`config.mk`:
```
export PLATFORM = sky130hd
export DESIGN_NAME = prio_intc
export DESIGN_NICKNAME = d
export VERILOG_FILES = /design/src/rtl/prio_intc_pkg.sv /design/src/rtl/intc_edge_flags.sv /design/src/rtl/intc_select.sv /design/src/rtl/prio_intc.sv
export SDC_FILE = /design/constraint.sdc
export NUM_CORES = 1
export LEC_CHECK = 0
export ABC_AREA = 1
export BUFFER_PORTS_ARGS = -buffer_cell sky130_fd_sc_hd__clkbuf_2
export CORE_MARGIN = 2
export CORE_UTILIZATION = 50
export CTS_CLUSTER_SIZE = 30
export DETAILED_ROUTE_END_ITERATION = 10
export PLACE_DENSITY = 0.87
export SLEW_MARGIN = 20
export SYNTH_ARGS = -nofsm -noshare
export SYNTH_HDL_FRONTEND = slang
export SYNTH_SLANG_ARGS = --single-unit
```
`constraint.sdc`:
```
create_clock -name clk -period 6.1 [get_ports clk]
set_clock_uncertainty 0.05 [all_clocks]
set_input_delay 0.305 -clock clk [delete_from_list [all_inputs] [get_ports clk]]
set_output_delay 0.305 -clock clk [all_outputs]
set_load 0.1 [all_outputs]
```
`src/rtl/prio_intc_pkg.sv`:
```
package prio_intc_pkg;
    localparam int LVL_W = 4;
    localparam logic [LVL_W-1:0] LVL_TOP = 4'd15;

    typedef enum logic [2:0] {
        ST_IDLE,
        ST_SAVE_SR,
        ST_SAVE_PC,
        ST_LOAD_MASK,
        ST_VEC_RD,
        ST_BRANCH
    } seq_state_e;
endpackage

```
`src/rtl/intc_edge_flags.sv`:
```
module intc_edge_flags #(
    parameter int N_SRC = 4,
    parameter logic [N_SRC-1:0] EDGE_MASK = '0
) (
    input  logic             clk,
    input  logic             rst_n,
    input  logic [N_SRC-1:0] src_req,
    input  logic             clr_we,
    input  logic [N_SRC-1:0] clr_bits,
    output logic [N_SRC-1:0] flags,
    output logic [N_SRC-1:0] src_act
);
    typedef struct packed {
        logic [N_SRC-1:0] prev;
        logic [N_SRC-1:0] flags;
    } edge_regs_t;

    edge_regs_t r_d, r_q;
    logic [N_SRC-1:0] rise;
    logic [N_SRC-1:0] clr_mask;

    always_comb begin
        r_d      = r_q;
        rise     = src_req & ~r_q.prev & EDGE_MASK;
        clr_mask = clr_we ? clr_bits : '0;
        r_d.prev = src_req;
        r_d.flags = (r_q.flags & ~clr_mask) | rise;
    end

    always_ff @(posedge clk or negedge rst_n) begin
        if (!rst_n) r_q <= '0;
        else        r_q <= r_d;
    end

    assign flags   = r_q.flags;
    assign src_act = (r_q.flags & EDGE_MASK) | (src_req & ~EDGE_MASK);

    AST_EDGE_SETS: assert property (@(posedge clk) disable iff (!rst_n)
        (rise != '0) |=> ((r_q.flags & $past(rise)) == $past(rise)));
    AST_W1C_CLEARS: assert property (@(posedge clk) disable iff (!rst_n)
        clr_we |=> ((r_q.flags & $past(clr_bits & ~rise)) == '0));
endmodule

```
`src/rtl/intc_select.sv`:
```
module intc_select
    import prio_intc_pkg::*;
#(
    parameter int N_SRC = 4,
    parameter int VEC_W = 8,
    parameter logic [N_SRC-1:0] EDGE_MASK = '0,
    parameter logic [VEC_W-1:0] VEC_NMI  = 8'd11,
    parameter logic [VEC_W-1:0] VEC_BRK  = 8'd12,
    parameter logic [VEC_W-1:0] VEC_DBG  = 8'd14,
    parameter logic [VEC_W-1:0] VEC_BASE = 8'd64,
    localparam int IDX_W = (N_SRC > 1) ? $clog2(N_SRC) : 1
) (
    input  logic                   nmi_pend,
    input  logic                   brk_req,
    input  logic                   dbg_req,
    input  logic [N_SRC-1:0]       src_act,
    input  logic [N_SRC*LVL_W-1:0] src_lvl,
    input  logic [LVL_W-1:0]       mask,
    output logic                   win_valid,
    output logic                   win_nmi,
    output logic                   win_edge,
    output logic [LVL_W-1:0]       win_lvl,
    output logic [VEC_W-1:0]       win_vec,
    output logic [IDX_W-1:0]       win_idx
);
    logic [LVL_W-1:0] best_lvl;
    logic [IDX_W-1:0] best_idx;

    always_comb begin
        best_lvl = '0;
        best_idx = '0;
        for (int i = 0; i < N_SRC; i++) begin
            if (src_act[i] && (src_lvl[i*LVL_W +: LVL_W] > best_lvl)) begin
                best_lvl = src_lvl[i*LVL_W +: LVL_W];
                best_idx = IDX_W'(i);
            end
        end
    end

    always_comb begin
        win_valid = 1'b0;
        win_nmi   = 1'b0;
        win_edge  = 1'b0;
        win_lvl   = LVL_TOP;
        win_vec   = '0;
        win_idx   = '0;
        if (nmi_pend) begin
            win_valid = 1'b1;
            win_nmi   = 1'b1;
            win_vec   = VEC_NMI;
        end else if (brk_req && (mask < LVL_TOP)) begin
            win_valid = 1'b1;
            win_vec   = VEC_BRK;
        end else if (dbg_req && (mask < LVL_TOP)) begin
            win_valid = 1'b1;
            win_vec   = VEC_DBG;
        end else if (best_lvl > mask) begin
            win_valid = 1'b1;
            win_lvl   = best_lvl;
            win_idx   = best_idx;
            win_edge  = EDGE_MASK[best_idx];
            win_vec   = VEC_BASE + VEC_W'(best_idx);
        end
    end
endmodule

```
`src/rtl/prio_intc.sv`:
```
module prio_intc
    import prio_intc_pkg::*;
#(
    parameter int N_SRC = 4,
    parameter int VEC_W = 8,
    parameter int PC_W  = 32,
    parameter logic [N_SRC-1:0] EDGE_MASK = 4'b1100,
    parameter logic [VEC_W-1:0] VEC_NMI  = 8'd11,
    parameter logic [VEC_W-1:0] VEC_BRK  = 8'd12,
    parameter logic [VEC_W-1:0] VEC_DBG  = 8'd14,
    parameter logic [VEC_W-1:0] VEC_BASE = 8'd64
) (
    input  logic                   clk,
    input  logic                   rst_n,
    input  logic                   man_rst_n,
    input  logic                   nmi_in,
    input  logic                   brk_req,
    input  logic                   dbg_req,
    input  logic [N_SRC-1:0]       src_req,
    input  logic [N_SRC*LVL_W-1:0] src_lvl,
    input  logic                   flag_clr_we,
    input  logic [N_SRC-1:0]       flag_clr_bits,
    output logic [N_SRC-1:0]       edge_flags,
    input  logic                   cpu_ready,
    input  logic [PC_W-1:0]        pc_in,
    input  logic                   mask_we,
    input  logic [LVL_W-1:0]       mask_wdata,
    output logic [LVL_W-1:0]       cpu_mask,
    output logic                   irq_out_n,
    output logic                   seq_busy,
    output logic                   save_we,
    output logic [PC_W-1:0]        save_data,
    output logic                   vec_rd,
    output logic [VEC_W-1:0]       vec_num,
    output logic                   branch_go
);
    localparam int IDX_W = (N_SRC > 1) ? $clog2(N_SRC) : 1;

    typedef struct packed {
        seq_state_e       state;
        logic [LVL_W-1:0] mask;
        logic             nmi_prev;
        logic             nmi_pend;
        logic             acc_nmi;
        logic             acc_edge;
        logic [LVL_W-1:0] acc_lvl;
        logic [VEC_W-1:0] acc_vec;
        logic [IDX_W-1:0] acc_idx;
        logic             hold;
        logic             irq_n;
    } seq_regs_t;

    seq_regs_t s_d, s_q;
    logic rst_all_n;

    logic [N_SRC-1:0] src_act;
    logic             win_valid, win_nmi, win_edge;
    logic [LVL_W-1:0] win_lvl;
    logic [VEC_W-1:0] win_vec;
    logic [IDX_W-1:0] win_idx;
    logic             accept;
    logic             hold_live;

    assign rst_all_n = rst_n & man_rst_n;

    intc_edge_flags #(.N_SRC(N_SRC), .EDGE_MASK(EDGE_MASK)) u_flags (
        .clk      (clk),
        .rst_n    (rst_all_n),
        .src_req  (src_req),
        .clr_we   (flag_clr_we),
        .clr_bits (flag_clr_bits),
        .flags    (edge_flags),
        .src_act  (src_act)
    );

    intc_select #(
        .N_SRC(N_SRC), .VEC_W(VEC_W), .EDGE_MASK(EDGE_MASK),
        .VEC_NMI(VEC_NMI), .VEC_BRK(VEC_BRK), .VEC_DBG(VEC_DBG), .VEC_BASE(VEC_BASE)
    ) u_sel (
        .nmi_pend  (s_q.nmi_pend),
        .brk_req   (brk_req),
        .dbg_req   (dbg_req),
        .src_act   (src_act),
        .src_lvl   (src_lvl),
        .mask      (s_q.mask),
        .win_valid (win_valid),
        .win_nmi   (win_nmi),
        .win_edge  (win_edge),
        .win_lvl   (win_lvl),
        .win_vec   (win_vec),
        .win_idx   (win_idx)
    );

    always_comb begin
        s_d        = s_q;
        accept     = (s_q.state == ST_IDLE) && cpu_ready && win_valid;
        hold_live  = s_q.hold && edge_flags[s_q.acc_idx];
        s_d.nmi_prev = nmi_in;
        if (nmi_in && !s_q.nmi_prev) s_d.nmi_pend = 1'b1;
        if (s_q.hold && !edge_flags[s_q.acc_idx]) s_d.hold = 1'b0;

        unique case (s_q.state)
            ST_IDLE: begin
                if (accept) begin
                    s_d.state    = ST_SAVE_SR;
                    s_d.acc_nmi  = win_nmi;
                    s_d.acc_edge = win_edge;
                    s_d.acc_lvl  = win_lvl;
                    s_d.acc_vec  = win_vec;
                    s_d.acc_idx  = win_idx;
                    s_d.hold     = win_edge;
                    if (win_nmi) s_d.nmi_pend = 1'b0;
                end else if (mask_we) begin
                    s_d.mask = mask_wdata;
                end
            end
            ST_SAVE_SR:   s_d.state = ST_SAVE_PC;
            ST_SAVE_PC:   s_d.state = ST_LOAD_MASK;
            ST_LOAD_MASK: begin
                s_d.state = ST_VEC_RD;
                s_d.mask  = s_q.acc_lvl;
            end
            ST_VEC_RD:    s_d.state = ST_BRANCH;
            ST_BRANCH:    s_d.state = ST_IDLE;
            default:      s_d.state = ST_IDLE;
        endcase

        s_d.irq_n = !(win_valid || hold_live);
    end

    always_ff @(posedge clk or negedge rst_all_n) begin
        if (!rst_all_n) begin
            s_q       <= '0;
            s_q.state <= ST_IDLE;
            s_q.mask  <= LVL_TOP;
            s_q.irq_n <= 1'b1;
        end else begin
            s_q <= s_d;
        end
    end

    assign cpu_mask  = s_q.mask;
    assign irq_out_n = s_q.irq_n;
    assign seq_busy  = (s_q.state != ST_IDLE);
    assign save_we   = (s_q.state == ST_SAVE_SR) || (s_q.state == ST_SAVE_PC);
    assign save_data = (s_q.state == ST_SAVE_SR) ? PC_W'(s_q.mask) : pc_in;
    assign vec_rd    = (s_q.state == ST_VEC_RD);
    assign vec_num   = s_q.acc_vec;
    assign branch_go = (s_q.state == ST_BRANCH);

    AST_ACCEPT_ABOVE_MASK: assert property (@(posedge clk) disable iff (!rst_all_n)
        (s_q.state == ST_SAVE_SR) |-> (s_q.acc_nmi || (s_q.acc_lvl > s_q.mask)));
    AST_NMI_WINS: assert property (@(posedge clk) disable iff (!rst_all_n)
        ((s_q.state == ST_IDLE) && cpu_ready && s_q.nmi_pend) |=> ((s_q.state == ST_SAVE_SR) && s_q.acc_nmi));
    AST_SR_THEN_PC: assert property (@(posedge clk) disable iff (!rst_all_n)
        (s_q.state == ST_SAVE_SR) |=> (s_q.state == ST_SAVE_PC));
    AST_PC_THEN_LOAD: assert property (@(posedge clk) disable iff (!rst_all_n)
        (s_q.state == ST_SAVE_PC) |=> (s_q.state == ST_LOAD_MASK));
    AST_MASK_LOAD: assert property (@(posedge clk) disable iff (!rst_all_n)
        (s_q.state == ST_LOAD_MASK) |=> ((s_q.mask == $past(s_q.acc_lvl)) && vec_rd));
    AST_VEC_THEN_BRANCH: assert property (@(posedge clk) disable iff (!rst_all_n)
        vec_rd |=> branch_go);
    AST_STROBE_ONEHOT: assert property (@(posedge clk) disable iff (!rst_all_n)
        $onehot0({save_we, vec_rd, branch_go}));
    AST_MASK_FROZEN: assert property (@(posedge clk) disable iff (!rst_all_n)
        ((s_q.state != ST_IDLE) && (s_q.state != ST_LOAD_MASK)) |=> $stable(s_q.mask));
    AST_NO_ACCEPT_UNREADY: assert property (@(posedge clk) disable iff (!rst_all_n)
        ((s_q.state == ST_IDLE) && !cpu_ready) |=> (s_q.state == ST_IDLE));
    AST_PIN_LOW: assert property (@(posedge clk) disable iff (!rst_all_n)
        win_valid |=> !irq_out_n);
endmodule

```
Word level (Yosys, flattened, before mapping):

Index checks and enable logic that the tools add are counted.

* register bits: 35
* latch bits: 0
* RAM bits: 0
* memory bits (read-only): 0
* input bits: 69
* output and inout port bits: 53
* logic and storage cells: 102
* memories: 0

* add/subtract/negate cells: 1
* $mul: 0
* div/mod/pow operators: 0
* $lt $le $gt $ge: 8
* eq/ne operators: 8
* shifts and indexed selects: 0
* muxes and demuxes: 44
* bitwise logic cells: 7
* reductions and logical operators: 21

Operator list (count)
* $mux W4: 11
* $mux W18: 2
* $mux W32: 1
* $mux W8: 4
* $gt A4 B4 Y1: 4
* $mux W1: 15
* $pmux W3 S5: 1
* $mux W2: 6
* $logic_and A1 B1 Y1: 11
* $add A7 B2 Y8 const A: 1
* $and A4 B4 Y4: 2
* $not A4 Y4: 2
* $pmux W4 S2: 1
* $eq A3 B2 Y1 const B: 2
* $eq A3 B3 Y1 const B: 2
* $lt A2 B3 Y1 const B: 2
* $ne A2 B2 Y1 const B: 3
* $bmux W1 S2: 2
* $gt A4 B1 Y1 const B: 1
* $lt A4 B4 Y1 const B: 1
* $or A4 B2 Y4: 1
* $or A4 B4 Y4: 1
* $eq A3 B1 Y1 const B: 1
* $logic_not A1 Y1: 3
* 8 further kinds: 9

Logic depth before layout (Yosys ltp):

Gate-level depths: netlist of run 1.

* depth in word-level cells: 20
* mapped depth: 44

Hierarchy:

From an unflattened synthesis of run 1, not the netlist that was laid out.

* cell total of the unflattened synthesis: 406
* area, all modules: 2700.1 um^2

Modules (own cells, without submodules)
* prio_intc: times used 1, cells an instance 221, area an instance 1496.4 um^2
* intc_select: times used 1, cells an instance 159, area an instance 940.9 um^2
* intc_edge_flags: times used 1, cells an instance 26, area an instance 262.8 um^2

Worst setup path before layout of run 1:

OpenSTA, ideal clock, no wires.

* kind: input to register
* start: input src_lvl[3]
* end: register s_q, in the netlist vec_num[0]
* library setup time: 0.123 ns
* arrival: 4.308 ns
* data required time: 5.927 ns
* slack: 1.619 ns
* stages on the path: 39
* path buffers: 1
* cells stage by stage: inv_1 > nand3_1 > nand2_1 > nor2_1 > inv_1 > ha_1 > nand2_1 > inv_1 > nand2_1 > nand2_1 > nand2_1 > nand2_1 > nand2_1 > inv_1 > ha_1 > nand2_1 > nor2_1 > a21oi_2 > (+3 left out) > ha_1 > nand2_1 > o21a_1 > nand2_1 > inv_1 > nand2_1 > nand2_1 > ha_1 > inv_1 > o21bai_1 > nand2_1 > nand2_1 > nand2_2 > nand2_1 > nand2_2 > buf_6 > nor2_1 > a21oi_1

* longest elaborated chain between the ends: 19
* elaborated cells on any way between the ends: 27

Ends and longest elaborated chain
* start: declaration: RTL line prio_intc.sv:20 `input logic [N_SRC*LVL_W-1:0] src_lvl,`
* $gt A4 B1 Y1: RTL line intc_select.sv:33 `if (src_act[i] && (src_lvl[i*LVL_W +: LVL_W] > best_lvl)) begin`
* $logic_and A1 B1 Y1: RTL line intc_select.sv:33
* $mux W4 *: RTL line intc_select.sv:33
* $gt A4 B4 Y1: RTL line intc_select.sv:33
* $logic_and A1 B1 Y1: RTL line intc_select.sv:33
* $mux W4: RTL line intc_select.sv:33
* $gt A4 B4 Y1: RTL line intc_select.sv:33
* $logic_and A1 B1 Y1: RTL line intc_select.sv:33
* (+3 left out)
* $mux W4: RTL line intc_select.sv:33
* $gt A4 B4 Y1: RTL line intc_select.sv:57 `end else if (best_lvl > mask) begin`
* $mux W1: RTL line intc_select.sv:57
* $mux W1: RTL line intc_select.sv:54 `end else if (dbg_req && (mask < LVL_TOP)) begin`
* $mux W1: RTL line intc_select.sv:51 `end else if (brk_req && (mask < LVL_TOP)) begin`
* $mux W1: RTL line intc_select.sv:47 `if (nmi_pend) begin`
* $logic_and A1 B1 Y1: RTL line prio_intc.sv:96 `accept = (s_q.state == ST_IDLE) && cpu_ready && win_valid;`
* $reduce_and A2 Y1 (no line)
* end: declaration: RTL line prio_intc.sv:53 `seq_regs_t s_d, s_q;`

Mark *: on every way between the ends. The rest lies on a longest branch, timed or not.
A chain may end at the register's enable or synchronous reset.

Worst setup path in the final report of run 1:

* start: input src_lvl[3]
* end: register, netlist name cpu_mask[3]

* longest elaborated chain between the ends: 20

Ends and longest elaborated chain (RTL line)
* $gt A4 B1 Y1: intc_select.sv:33
* $logic_and A1 B1 Y1: intc_select.sv:33
* $mux W4 *: intc_select.sv:33
* $gt A4 B4 Y1: intc_select.sv:33
* $logic_and A1 B1 Y1: intc_select.sv:33
* $mux W4 *: intc_select.sv:33
* $gt A4 B4 Y1: intc_select.sv:33
* $logic_and A1 B1 Y1: intc_select.sv:33
* (+4 left out)
* $gt A4 B4 Y1 *: intc_select.sv:57
* $mux W1 *: intc_select.sv:57
* $mux W1 *: intc_select.sv:54
* $mux W1 *: intc_select.sv:51
* $mux W1 *: intc_select.sv:47
* $logic_and A1 B1 Y1 *: prio_intc.sv:96
* $ne A2 B2 Y1 (no line) *
* $reduce_and A3 Y1 (no line) *

Marked as above.

==> results of run 1 <==
[registers in the layout, indices dropped and copies added (netlist names)]
register and flops:
cpu_mask 4, s_q 12, u_flags.r_q 2, irq_out_n 1
vec_num 5, u_flags.flags 4
[Yosys cell counts (4+ instances only)]
cell type,instances
sky130_fd_sc_hd__o21ai_0,14
sky130_fd_sc_hd__nand2_2,5
sky130_fd_sc_hd__nor2_2,4
sky130_fd_sc_hd__nand3_1,29
sky130_fd_sc_hd__nand2_1,114
sky130_fd_sc_hd__dfstp_2,5
sky130_fd_sc_hd__a21oi_1,10
sky130_fd_sc_hd__inv_1,79
sky130_fd_sc_hd__nor2_1,13
sky130_fd_sc_hd__ha_1,16
sky130_fd_sc_hd__buf_4,16
sky130_fd_sc_hd__dfrtp_1,23
[per-layer routing]
layer  vias to the layer above  routed length, um  global-route usage (%)
met5                         -                  0                       0
met4                         0                 94                    6.17
met3                        11                452                    4.44
met2                       103               3010                    43.7
met1                      1108               2390                    24.5
li1                       1283                  -                       -
[worst min-delay path by stage]
stage | startpoint | to | slack [ps]
global route | src_req[3] | u_flags.r_q[7] | 80
finish | man_rst_n | u_flags.flags[1] | 50
CTS | src_req[3] | u_flags.r_q[7] | 90
detailed placement | u_flags.r_q[7] | u_flags.flags[3] | 370
global placement | u_flags.r_q[7] | u_flags.flags[3] | 360
floorplan | nmi_in | s_q[19] | 290
[layout make-up]
class                      instances  area (um^2)  share of cell area [%]
multi-input combinational        231         1190                    40.8
timing repair buffer             118          591                    20.2
sequential                        28          707                    24.2
inverter                          83          313                    10.7
tap                               52         65.1                    2.23
clock buffer                       4         55.1                    1.88
[kinds of logic after synthesis]
family,Yosys count,share of synthesized area (%)
buffers and inverters,103,19.6
muxes,1,0.480
DFF,28,30.1
AOI/OAI and AO/OA,36,8.80
adders and majority gates,16,8.53
other,1,0.160
and+or+nand+nor,175,32.3
[per-stage QoR]
step | setup slack (ps) | cell area (um^2)
after CTS | 1160 | 2920
after floorplan | 1620 | 2350
after detailed placement | 892 | 2860
final | 1130 | 2920
after global routing | 544 | 2920
after global placement | 1100 | 2860
[worst reg2reg max path: stages (launching register included)]
cell                       delay (ps)
sky130_fd_sc_hd__dfrtp_1          380
sky130_fd_sc_hd__inv_1             70
sky130_fd_sc_hd__a21oi_2          200
sky130_fd_sc_hd__nand2_1          180
sky130_fd_sc_hd__nand3_1          150
sky130_fd_sc_hd__nand2_1           70
sky130_fd_sc_hd__ha_1             290
sky130_fd_sc_hd__nand2_1           70
sky130_fd_sc_hd__o21a_1           180
sky130_fd_sc_hd__nand2_1          180
sky130_fd_sc_hd__inv_1            120
sky130_fd_sc_hd__nand2_1          100
sky130_fd_sc_hd__nand2_1           70
sky130_fd_sc_hd__ha_1             300
sky130_fd_sc_hd__inv_1             40
sky130_fd_sc_hd__o21bai_1         110
sky130_fd_sc_hd__nand2_1           60
sky130_fd_sc_hd__nand2_1           70
sky130_fd_sc_hd__nand2_2           90
sky130_fd_sc_hd__nand2_1          110
sky130_fd_sc_hd__nand2_2          150
sky130_fd_sc_hd__nand2_1          110
sky130_fd_sc_hd__nand2_2           80
sky130_fd_sc_hd__nand2_2          110
sky130_fd_sc_hd__nand2_1           50
sky130_fd_sc_hd__nand2_1           60
==> run summary, run 1 <==
The run finished with clean final reports. For this run, asynchronously set or reset flops after synthesis account for 100%. The core region is 4440 um^2.

The run gives 24 as the standard-cell row count. In the layout the commonest cells are sky130_fd_sc_hd__clkbuf_2 (118), sky130_fd_sc_hd__nand2_1 (114), sky130_fd_sc_hd__inv_1 (78). The number of gates given a new drive strength after cts came out at 0. At the later pin of the worst-skew pair, clock insertion delay measures 280 ps.

The tools report the maximum clock rate as 0.201 GHz. The final layout contains routed wiring with a total length of 5950 um. The number of enable flip-flop cells after synthesis came out at 0. The average instance in the mapped netlist occupies 6.52 um^2. The number of warnings issued by yosys is 0.

After clock tree synthesis, the setup repair step added 0 buffers. Clock-pin slew was measured on the worst setup and hold paths at 100 ps. The layout-stage area growth over the synthesis result was 24.6%; the floorplan die width was 72.5 um. In this run the vertical extent of the chip is 72.5 um. The clock period could shrink to 4970 ps. Cells fill 65.8% of the core in the end. The tools report the routability congestion estimate from global placement as 0.845. The kind of critical path was input port to flop. The number of hold buffers added after CTS was 0.

The tools report the total number of H-tree levels as 1. Port buffering added 118 buffers. The endpoint identified for the worst register-to-register timing path is cpu_mask[3]. For the final hold violation count, the log shows 0. The most common cell after layout, fill and taps aside was sky130_fd_sc_hd__clkbuf_2. The number of cells on the critical path is 42, and the number of global-route vias before repair is 2244. On the critical path, the stage with the largest delay is an instance of sky130_fd_sc_hd__ha_1.

The number of buffers and inverters on the critical path is 7. The run gives 0 as the final number of max-transition violations. The logs give 22.5% for the overall global routing resource usage and 122 for the number of placed I/O pins. After synthesis, the largest area contributor takes up 24.5% of total cell area. The tools report the critical path endpoint category as a flop. The root buffer cell is sky130_fd_sc_hd__clkbuf_8.

The largest fanout of any net on the critical path is 11, and the routed length per placed instance is 11.5 um. The maximum cell stage delay along the critical path is 300 ps, and the maximum number of pins on one net before global-route repair is 38. Counting every sink on the clock net gives 28.

For this run, the detailed router's first-pass iteration total came to 4. After detailed routing, the number of remaining DRC violations is 0. Setup repair after global routing left no endpoint under its margin. Counting distinct cell types in the post-synthesis netlist gives 32. The max capacitance violation total is 0, and the minimum setup slack among reg-to-reg paths is 2620 ps. Data arrives at the worst endpoint at 5150 ps. The non-filler instance count after layout came out at 516.

The most common cell type on the critical path is sky130_fd_sc_hd__nand2_1. The total clock buffers created by CTS was 3; the slew at the pin closest to its max-slew limit was 636 ps. The main flop type after synthesis is sky130_fd_sc_hd__dfrtp_1. After detailed placement, the design holds a cell count of 512.

Worst endpoint required time: 6280 ps. Counting the fill cells in the layout gives 401. In the final timing run, aggregate negative setup slack is 0 ps.

The number of antenna violations at the first check in global routing came out at 0. The cell count after synthesis came out at 360. The final clock period utilization by the worst path works out to 81.5%. Setup violations remaining at the end of the flow were counted as 0.

The initial utilization of the core area, before any placement, comes to 52.8%. The total overflow reported by the global router was 0. The sequential cell area fraction in the yosys report came out at 30.1%. Hold timing on the final database bottoms out at a slack of 51.5 ps. For the full die area, the log shows 5260 um^2. Counting along the longest clock path gives a buffer depth of 2. TritonCTS built the clock tree. For this run, the post-layout net count is 550. The reg-to-reg critical path startpoint was u_flags.flags[2]. The routed layout has 2505 vias. In this run the worst setup path begins at src_lvl[3].

Cell family contributing the most delay on the critical path: simple AND/OR/NAND/NOR gates. The register bit total from synthesis was 28. Dividing the detail-routed via count by the number of cells gives 4.85.

Yosys attributes the largest share of cell area to sky130_fd_sc_hd__dfrtp_1 (25%), sky130_fd_sc_hd__nand2_1 (18%), sky130_fd_sc_hd__inv_1 (13%). The run gives 57.5% as the max-slew headroom at the worst pin. The classification of the worst-slack hold path was input port to async pin.

The first routing iteration left 63 violations. The global-route wire length before repair came out at 9320 um. The half-perimeter wire length of the detailed placement result was 4990 um. The number of antenna diodes in the final layout is 0. The post-synthesis instance area is 2350 um^2. The worst setup path is launched from an input port. The capturing element of the worst setup path is cpu_mask[3]. The synthesized design spends more area on one cell type than any other, namely sky130_fd_sc_hd__dfrtp_1.

For the worst flop-to-flop path, the logic depth is 25. Of the cells placed in the final design, the portion with a size suffix greater than 1 is 31.7%. The run gives 0 as the number of nets with antenna violations after routing.
Power of run 1 is left out: the tool's default activity adds up to more than one toggle a clock period on the data nets, which glitch-free logic cannot reach.
==> run 2, diff against run 1 <==
--- a/config.mk
+++ b/config.mk
@@ -5,13 +5,13 @@
 export SDC_FILE = /design/constraint.sdc
 export NUM_CORES = 1
 export LEC_CHECK = 0
-export ABC_AREA = 1
+export ABC_AREA = 0
 export BUFFER_PORTS_ARGS = -buffer_cell sky130_fd_sc_hd__clkbuf_2
 export CORE_MARGIN = 2
-export CORE_UTILIZATION = 50
+export CORE_UTILIZATION = 41
 export CTS_CLUSTER_SIZE = 30
 export DETAILED_ROUTE_END_ITERATION = 10
-export PLACE_DENSITY = 0.87
+export PLACE_DENSITY = 0.77
 export SLEW_MARGIN = 20
 export SYNTH_ARGS = -nofsm -noshare
 export SYNTH_HDL_FRONTEND = slang
==> constraint.sdc (replaced) <==
create_clock -name clk -period 4 [get_ports clk]
set_clock_uncertainty 0.05 [all_clocks]
set_input_delay 0.2 -clock clk [delete_from_list [all_inputs] [get_ports clk]]
set_output_delay 0.2 -clock clk [all_outputs]
set_load 0.1 [all_outputs]
==> run summary, run 2 <==
The run finished, with violations left. The checks that failed: negative setup slack. Endpoint arrival time on the critical path: 5010 ps (-140 ps). TritonCTS built the clock tree.

The total clock buffers created by CTS came out at 3 (unchanged). The logs give 0 (unchanged) for the final number of max-transition violations and 0 (unchanged) for the total overflow reported by the global router. The final hold violation count is 0 (unchanged), and the clock transition at the registers of the reported paths is 100 ps (about the same). The design draws 3.42 mW. The proportion of netlist area held by the largest area contributor works out to 25.5% (+1.0 points). The number of optimization iterations in the first detailed-route pass was 4 (unchanged).

Compared with the post-synthesis result, the final layout area differs by 69.9%. Across the VDD grid, the largest voltage drop is 631 uV. The non-filler instance count after layout was 500 (-3.1%); the slew at the pin closest to its max-slew limit was 807 ps (+171 ps). The worst hold path belongs to the class input port to flop. The flip-flop count of the largest register, all copies and words added was 12 (unchanged). The run gives 28 (unchanged) as the number of clock sinks seen by CTS. The tools report the post-route cell area as 3830 um^2 (+31%).

Setup repair after global routing could not meet its margin everywhere. For the total number of H-tree levels, the log shows 1 (unchanged). The routability congestion estimate from global placement came out at 0.796 (-5.8%). The run gives -13730 ps (-13730 ps) as the aggregate negative setup slack.

The run gives 0 (unchanged) as the max capacitance violation total. The tools report the standard-cell row count as 26 (+8.3%). Initial core utilization: 43.3% (-9.5 points).

The tools report the full die area as 6110 um^2 (+16%). The logs give 18 (+18) for the total setup violations reported at the end of the flow and 24.1% (+1.6 points) for the overall global routing resource usage. The run gives 31.4% (+1.2 points) as the sequential cell area fraction in the yosys report.

The tools report the count of nets after finishing as 516 (-6.2%). The cell with the biggest individual delay on the critical path was sky130_fd_sc_hd__ha_4. The register containing the most flip-flops in the final layout was s_q. The global-route wire length before repair was 11900 um (+27%); the utilization after layout was 73.6% (+7.8 points).

The post-synthesis async set-or-reset flop share was 100% (unchanged). After layout, the worst path uses 121% of the clock period. Register bit total from synthesis: 28 (unchanged). The tools report the root buffer cell as sky130_fd_sc_hd__clkbuf_8. The routed wire length is 7540 um (+27%). By area the synthesized netlist is led by sky130_fd_sc_hd__dfrtp_1 (26%), sky130_fd_sc_hd__nor2b_1 (9.4%), sky130_fd_sc_hd__ha_1 (8.9%). The worst hold slack came out at 31.7 ps (-19.8 ps). By count the netlist is led by sky130_fd_sc_hd__nor2b_1 (34), sky130_fd_sc_hd__dfrtp_1 (23), sky130_fd_sc_hd__nand2_1 (20), sky130_fd_sc_hd__inv_1 (19), sky130_fd_sc_hd__buf_4 (17). Among all flip-flop cells after synthesis, the most frequent one is sky130_fd_sc_hd__dfrtp_1.

The post-placement setup slack came out at -990 ps (-1880 ps). The largest buffer count on any clock path was 2 (unchanged); the area of the core was 5200 um^2 (+17%). For the count of placed standard cells including taps, the log shows 441 (-14%). The critical path is of the input port to flop type. The max-slew headroom at the worst pin is 46.1% (-11 points). Static timing analysis puts the maximum clock frequency at 0.206 GHz. The largest fanout of any net on the critical path is 7 (-4). The cell area after placement is 3090 um^2 (+7.9%). The tools report the number of warnings issued by yosys as 0 (unchanged). The tools report the setup slack after layout as -857 ps (-1990 ps). The critical path endpoint category is a flop. The number of enable flip-flop cells after synthesis came out at 0 (unchanged). Summed over all instances, the cell type with the most area after synthesis is sky130_fd_sc_hd__dfrtp_1. The number of antenna cells inserted came out at 0 (unchanged). The number of nets with antenna violations after routing was 0 (unchanged); the maximum cell stage delay along the critical path was 310 ps (about the same).

The total number of vias was 2464 (-1.6%). Gate count after technology mapping: 244 (-32%). Post-synthesis instance area: 2250 um^2 (-3.9%).

For the distinct cell type count after synthesis, the log shows 53 (+66%). The logs give 84 (+33%) for the starting DRC count in detailed routing and 122 (unchanged) for the number of placed I/O pins. Final period demand of the worst path: 4860 ps. The half-perimeter wire length of the detailed placement result was 4910 um (-1.6%); the number of port buffers was 118 (unchanged). The clock latency of the later-clocked register in the worst-skew pair came out at 280 ps (about the same). In the layout the commonest cells are sky130_fd_sc_hd__clkbuf_2 (116), sky130_fd_sc_hd__buf_4 (74), sky130_fd_sc_hd__nor2b_1 (31). The floorplan die width is 78.1 um (+7.8%), and the die extent in y is 78.1 um (+7.8%).

The number of global-route vias before repair was 2555 (+14%). The critical path startpoint category was an input port. Areal power density over the cells: 893 nW/um^2. The maximum number of pins on one net before global-route repair was 29 (-24%); the worst endpoint required time was 4150 ps (-2130 ps). The average cell area after synthesis is 9.24 um^2 (+42%), and the DRC violation count after routing is 0 (unchanged).

The proportion of layout cells with a drive suffix above 1 is 62.3% (+31 points), and the via-per-instance ratio is 4.93 (+1.5%). The library cell used most frequently in the layout, excluding fill and tap cells, is sky130_fd_sc_hd__clkbuf_2. The number of antenna violations at the first check in global routing is 0 (unchanged), and the routed length per placed instance is 15.1 um (+31%). Summed over all cells, the static leakage comes to 1.99 nW. The most frequently used cell type in the post-synthesis netlist was sky130_fd_sc_hd__nor2b_1.
## run 2: cell types whose count changed in the layout (fill, tap and decap cells not counted), sizes merged, moves of 7 or more
cell	change
nand2	-99
buf	+81
inv	-62
o21ai	-7
nor2b	+34
mux2i	+9
nand3	-28
## run 2: final timing paths
kind	start	end	slack (ps)	cells past startpoint
max	src_req[0]	vec_num[0]	-860	28
min	flag_clr_bits[1]	u_flags.flags[1]	30	2
max reg2reg	u_flags.flags[2]	vec_num[0]	360	18
min reg2reg	u_flags.r_q[7]	u_flags.flags[3]	380	1
max in group asynchronous	man_rst_n	cpu_mask[0]	2550	5
min in group asynchronous	rst_n	vec_num[3]	510	4
## run 2: cells by family after synthesis
family,count (synthesis),share of synthesized area [%]
and+or+nand+nor,91,24.2
AOI/OAI and AO/OA,46,15.7
buffers and inverters,44,10.7
DFF,28,31.4
muxes,17,8.66
adders and majority gates,16,8.88
other,1,0.166
xor gates and xnor gates,1,0.389
## run 2: power breakdown
part	total [mW]	switching (mW)	internal, mW	leakage [nW]
Sequential	0.544	0.146	0.398	0.334
Clock	0.234	0.0995	0.134	0.0357
Combinational	2.64	1.88	0.765	1.62
## run 2: layout make-up
type                            count  area (um^2)
Tap cell                           70         87.6
Clock inverter                      1         30.0
Inverter                           20         75.1
Sequential cell                    28          707
Timing Repair Buffer              204         1300
Fill cell                         381         1380
Multi-Input combinational cell    174         1580
Clock buffer                        3         41.3
## run 2: metal layers
| layer | GRT usage (%) | vias up | share of wire, % | wire (um) |
|---|---|---|---|---|
| met2 | 47.2 | 124 | 54 | 4040 |
| li1 | - | 1186 | - | - |
| met5 | 0 | - | 0 | 0 |
| met4 | 7.72 | 0 | 3.5 | 265 |
| met1 | 25.4 | 1126 | 36 | 2750 |
| met3 | 4.83 | 28 | 6.4 | 481 |
## run 2: timing repair
action / 4_1_cts / 5_1_grt
endpoints found under the setup margin: 18 / 18
resized for setup: 24 / 26
hold buffers: 5 / 0
hold endpoints to repair: 26 / 0
setup buffers: 47 / 4
pin swaps: 23 / 17
## run 2: critical path: cells and delay by family
| kind | cells | cell delay [ps] |
|---|---|---|
| buffers and inverters | 3 | 430 |
| and+or+nand+nor | 9 | 1060 |
| AOI/OAI and AO/OA | 11 | 1930 |
| adders and majority gates | 4 | 1090 |
| muxes | 1 | 270 |
Note: power is estimated with default switching activity, not from simulation.
==> run 3, diff against run 2 <==
--- a/config.mk
+++ b/config.mk
@@ -12,6 +12,7 @@
 export CTS_CLUSTER_SIZE = 30
 export DETAILED_ROUTE_END_ITERATION = 10
 export PLACE_DENSITY = 0.77
+export REMOVE_ABC_BUFFERS = 1
 export SLEW_MARGIN = 20
 export SYNTH_ARGS = -nofsm -noshare
 export SYNTH_HDL_FRONTEND = slang
==> run summary, run 3 (synthesized netlist as in run 2, its figures left out) <==
The run finished, with violations left. The final reports fail on negative setup slack. The max-slew headroom at the worst pin came out at 50.5% (+4.3 points). The number of antenna violations at the first check in global routing is 0 (unchanged).

The worst endpoint required time was 4120 ps (-30 ps). For hold timing, the worst endpoint is u_flags.flags[0]. The number of antenna cells inserted was 0 (unchanged); the total number of vias was 2489 (+1.0%).

For the internal cell power, the log shows 1.21 mW (-6.8%). The switching share of power was 63.9% (+1.8 points); the slew at the pin closest to its max-slew limit was 742 ps (-65.0 ps). The number of nets with antenna violations after routing was 0 (unchanged); the routability congestion estimate from global placement was 0.872 (+9.6%). For the net load switching power, the log shows 2.14 mW (+0.69%). The worst register-to-register path begins at u_flags.flags[2]. The logs give 478 (-4.4%) for the non-filler instance count after layout and 3.35 mW (-2.1%) for the total power. The clock transition at the registers of the reported paths is 100 ps (about the same). The tools report the overall global routing resource usage as 24.2% (+0.16 points). The worst hold path depth came out at 2 (unchanged). The slowest stage of the critical path belongs to the cell sky130_fd_sc_hd__a221oi_2.

The most common cell type on the critical path was sky130_fd_sc_hd__buf_6. The final number of max-transition violations is 0 (unchanged), and the total setup violations reported at the end of the flow is 18 (unchanged). The proportion of layout cells with a drive suffix above 1 came out at 60.0% (-2.3 points).

The max capacitance violation total was 0 (unchanged). The area of the core is 5200 um^2 (unchanged), and the total overflow reported by the global router is 0 (unchanged). The cell family contributing the most delay on the critical path was compound AO/OA/AOI/OAI gates.

The number of placed I/O pins was 122 (unchanged). The maximum cell stage delay along the critical path is 340 ps (+30 ps). The root buffer cell chosen for the clock tree is sky130_fd_sc_hd__clkbuf_8. The tools report the minimum setup slack among reg-to-reg paths as 380 ps (+20 ps). The standard-cell row count was 26 (unchanged). Most common cell after layout, fill and taps aside: sky130_fd_sc_hd__clkbuf_2.

Aggregate negative setup slack: -17020 ps (-3290 ps). The clock latency of the later-clocked register in the worst-skew pair is 290 ps (about the same), and the die extent in y is 78.1 um (unchanged). The tools report the clock share of power as 5.0% (-1.8 points).

The routed length per placed instance works out to 17.2 um (+14%). The largest buffer count on any clock path was 2 (unchanged); the total clock buffers created by CTS was 3 (unchanged). The half-perimeter wire length of the detailed placement result is 5250 um (+6.8%). The standby leakage power is 1.87 nW (-5.7%). Counting flops per register, the top entry is s_q. Maximum clock rate: 0.200 GHz (-2.8%).

DRC violation count after routing: 0 (unchanged). Cell area after placement: 3020 um^2 (-2.2%). The areal power density over the cells was 913 nW/um^2 (+2.2%). The maximum number of pins on one net before global-route repair was 29 (unchanged); the final period demand of the worst path was 5000 ps (+139 ps). STA classifies the critical path startpoint as an input port. The initial core utilization is 43.3% (unchanged). Setup repair after global routing could not meet its margin everywhere.

The worst setup path is captured at a flop. Worst hold slack: 28.1 ps (-3.63 ps). The number of global-route vias before repair was 2423 (-5.2%).

The library cells used most frequently in the layout, excluding fill and tap cells, are sky130_fd_sc_hd__clkbuf_2 (116), sky130_fd_sc_hd__buf_4 (47), sky130_fd_sc_hd__nor2b_1 (30). The global-route wire length before repair came out at 11600 um (-1.7%). Count of buffer and inverter cells on the critical path: 6 (+3). The tools report the total number of H-tree levels as 1 (unchanged). The logs give 6110 um^2 (unchanged) for the full die area and 5 (+1) for the number of optimization iterations in the first detailed-route pass. The worst register-to-register path ends at vec_num[1].

Number of port buffers: 118 (unchanged). For the count of placed standard cells including taps, the log shows 442 (+0.23%). The min-delay analysis places its worst path in the category input port to flop. The largest fanout of any net on the critical path came out at 5 (-2).

The starting DRC count in detailed routing is 227 (+170%). Floorplan die width: 78.1 um (unchanged). The run gives 79.1% (+1.8 points) as the combinational cell fraction of total power. The final clock period utilization by the worst path works out to 125% (+3.5 points). By startpoint and endpoint, the worst setup path is classified as input port to flop.

The via-per-instance ratio is 5.21 (+5.7%), and the sequential fraction of design power is 15.9% (about the same). The number of clock sinks seen by CTS was 28 (unchanged). The flip-flop count of the largest register, all copies and words added was 12 (unchanged); the layout-stage area growth over the synthesis result was 62.7%.

The tools report the post-route cell area as 3670 um^2 (-4.2%). TritonCTS built the clock tree. The tools report the post-placement setup slack as -1440 ps (-447 ps).

The logs give 70.4% (-3.1 points) for the utilization after layout and -997 ps (-139 ps) for the setup slack after layout. The tools report the worst min-delay path startpoint as flag_clr_bits[0]. The path depth of the worst reg2reg path works out to 18 (unchanged). The final hold violation count was 0 (unchanged); the endpoint arrival time on the critical path was 5110 ps (+100 ps).

The count of nets after finishing came out at 494 (-4.3%). The run gives 656 uV (+4.0%) as the worst vdd rail ir drop. The routed wire length was 8250 um (+9.4%).
[run 3: timing repair]
action	CTS	global route
hold buffers	5	0
pin swaps	26	28
endpoints found under the hold margin	26	0
cloned	1	0
gates resized for setup	39	34
setup endpoints to repair	18	18
buffers inserted	20	9
[run 3: area by class of cell]
| cell class | count | area, um^2 |
|---|---|---|
| clock buffers | 4 | 45.0 |
| fillers | 377 | 1540 |
| inverters | 20 | 75.1 |
| multi-input cells | 175 | 1620 |
| flip-flops and latches | 28 | 707 |
| well taps | 70 | 87.6 |
| repair buffers | 181 | 1130 |
[run 3: how the worst max path moves through the flow]
stage                           from     endpoint  slack [ps]  cells past startpoint
after CTS                 src_req[0]  cpu_mask[1]        -720                     29
after global placement    src_req[0]       s_q[2]       -1110                     27
after detailed placement  src_req[0]  cpu_mask[1]       -1440                     27
final                     src_req[0]   vec_num[1]       -1000                     30
after global routing      src_req[0]      s_q[15]       -1220                     31
after floorplan           src_req[0]  cpu_mask[0]       -1090                     23
[run 3: worst reg2reg max path, stage by stage, from the launching register on]
cell and delay, ps:
sky130_fd_sc_hd__dfrtp_1 430, sky130_fd_sc_hd__nand2_2 120, sky130_fd_sc_hd__a21oi_4 190, sky130_fd_sc_hd__nand2b_1 110
sky130_fd_sc_hd__o21ai_1 100, sky130_fd_sc_hd__ha_1 280, sky130_fd_sc_hd__nor2b_4 150, sky130_fd_sc_hd__o211ai_4 230
sky130_fd_sc_hd__a21oi_4 110, sky130_fd_sc_hd__or2_1 270, sky130_fd_sc_hd__o221ai_2 230, sky130_fd_sc_hd__ha_2 240
sky130_fd_sc_hd__nor2b_4 40, sky130_fd_sc_hd__o21ai_2 110, sky130_fd_sc_hd__a32o_2 200, sky130_fd_sc_hd__buf_6 120
sky130_fd_sc_hd__a21oi_1 60, sky130_fd_sc_hd__a221oi_2 340, sky130_fd_sc_hd__a21oi_1 110
[run 3: metal layers]
metal	vias to the layer above	part of all wire [%]	global-route usage [%]
met5	-	0	0
met4	0	4.0	6.84
met3	32	7.8	4.71
met2	145	53	47.7
met1	1162	35	26.0
li1	1150	-	-
[run 3: power by group through the flow]
stage	Clock, mW	Sequential [mW]	Combinational (mW)
after detailed placement	0	0.527	2.28
after floorplan	0	0.863	1.47
after global routing	0.180	0.548	2.74
after global placement	0	0.523	2.25
after CTS	0.167	0.523	2.47
final	0.167	0.530	2.65
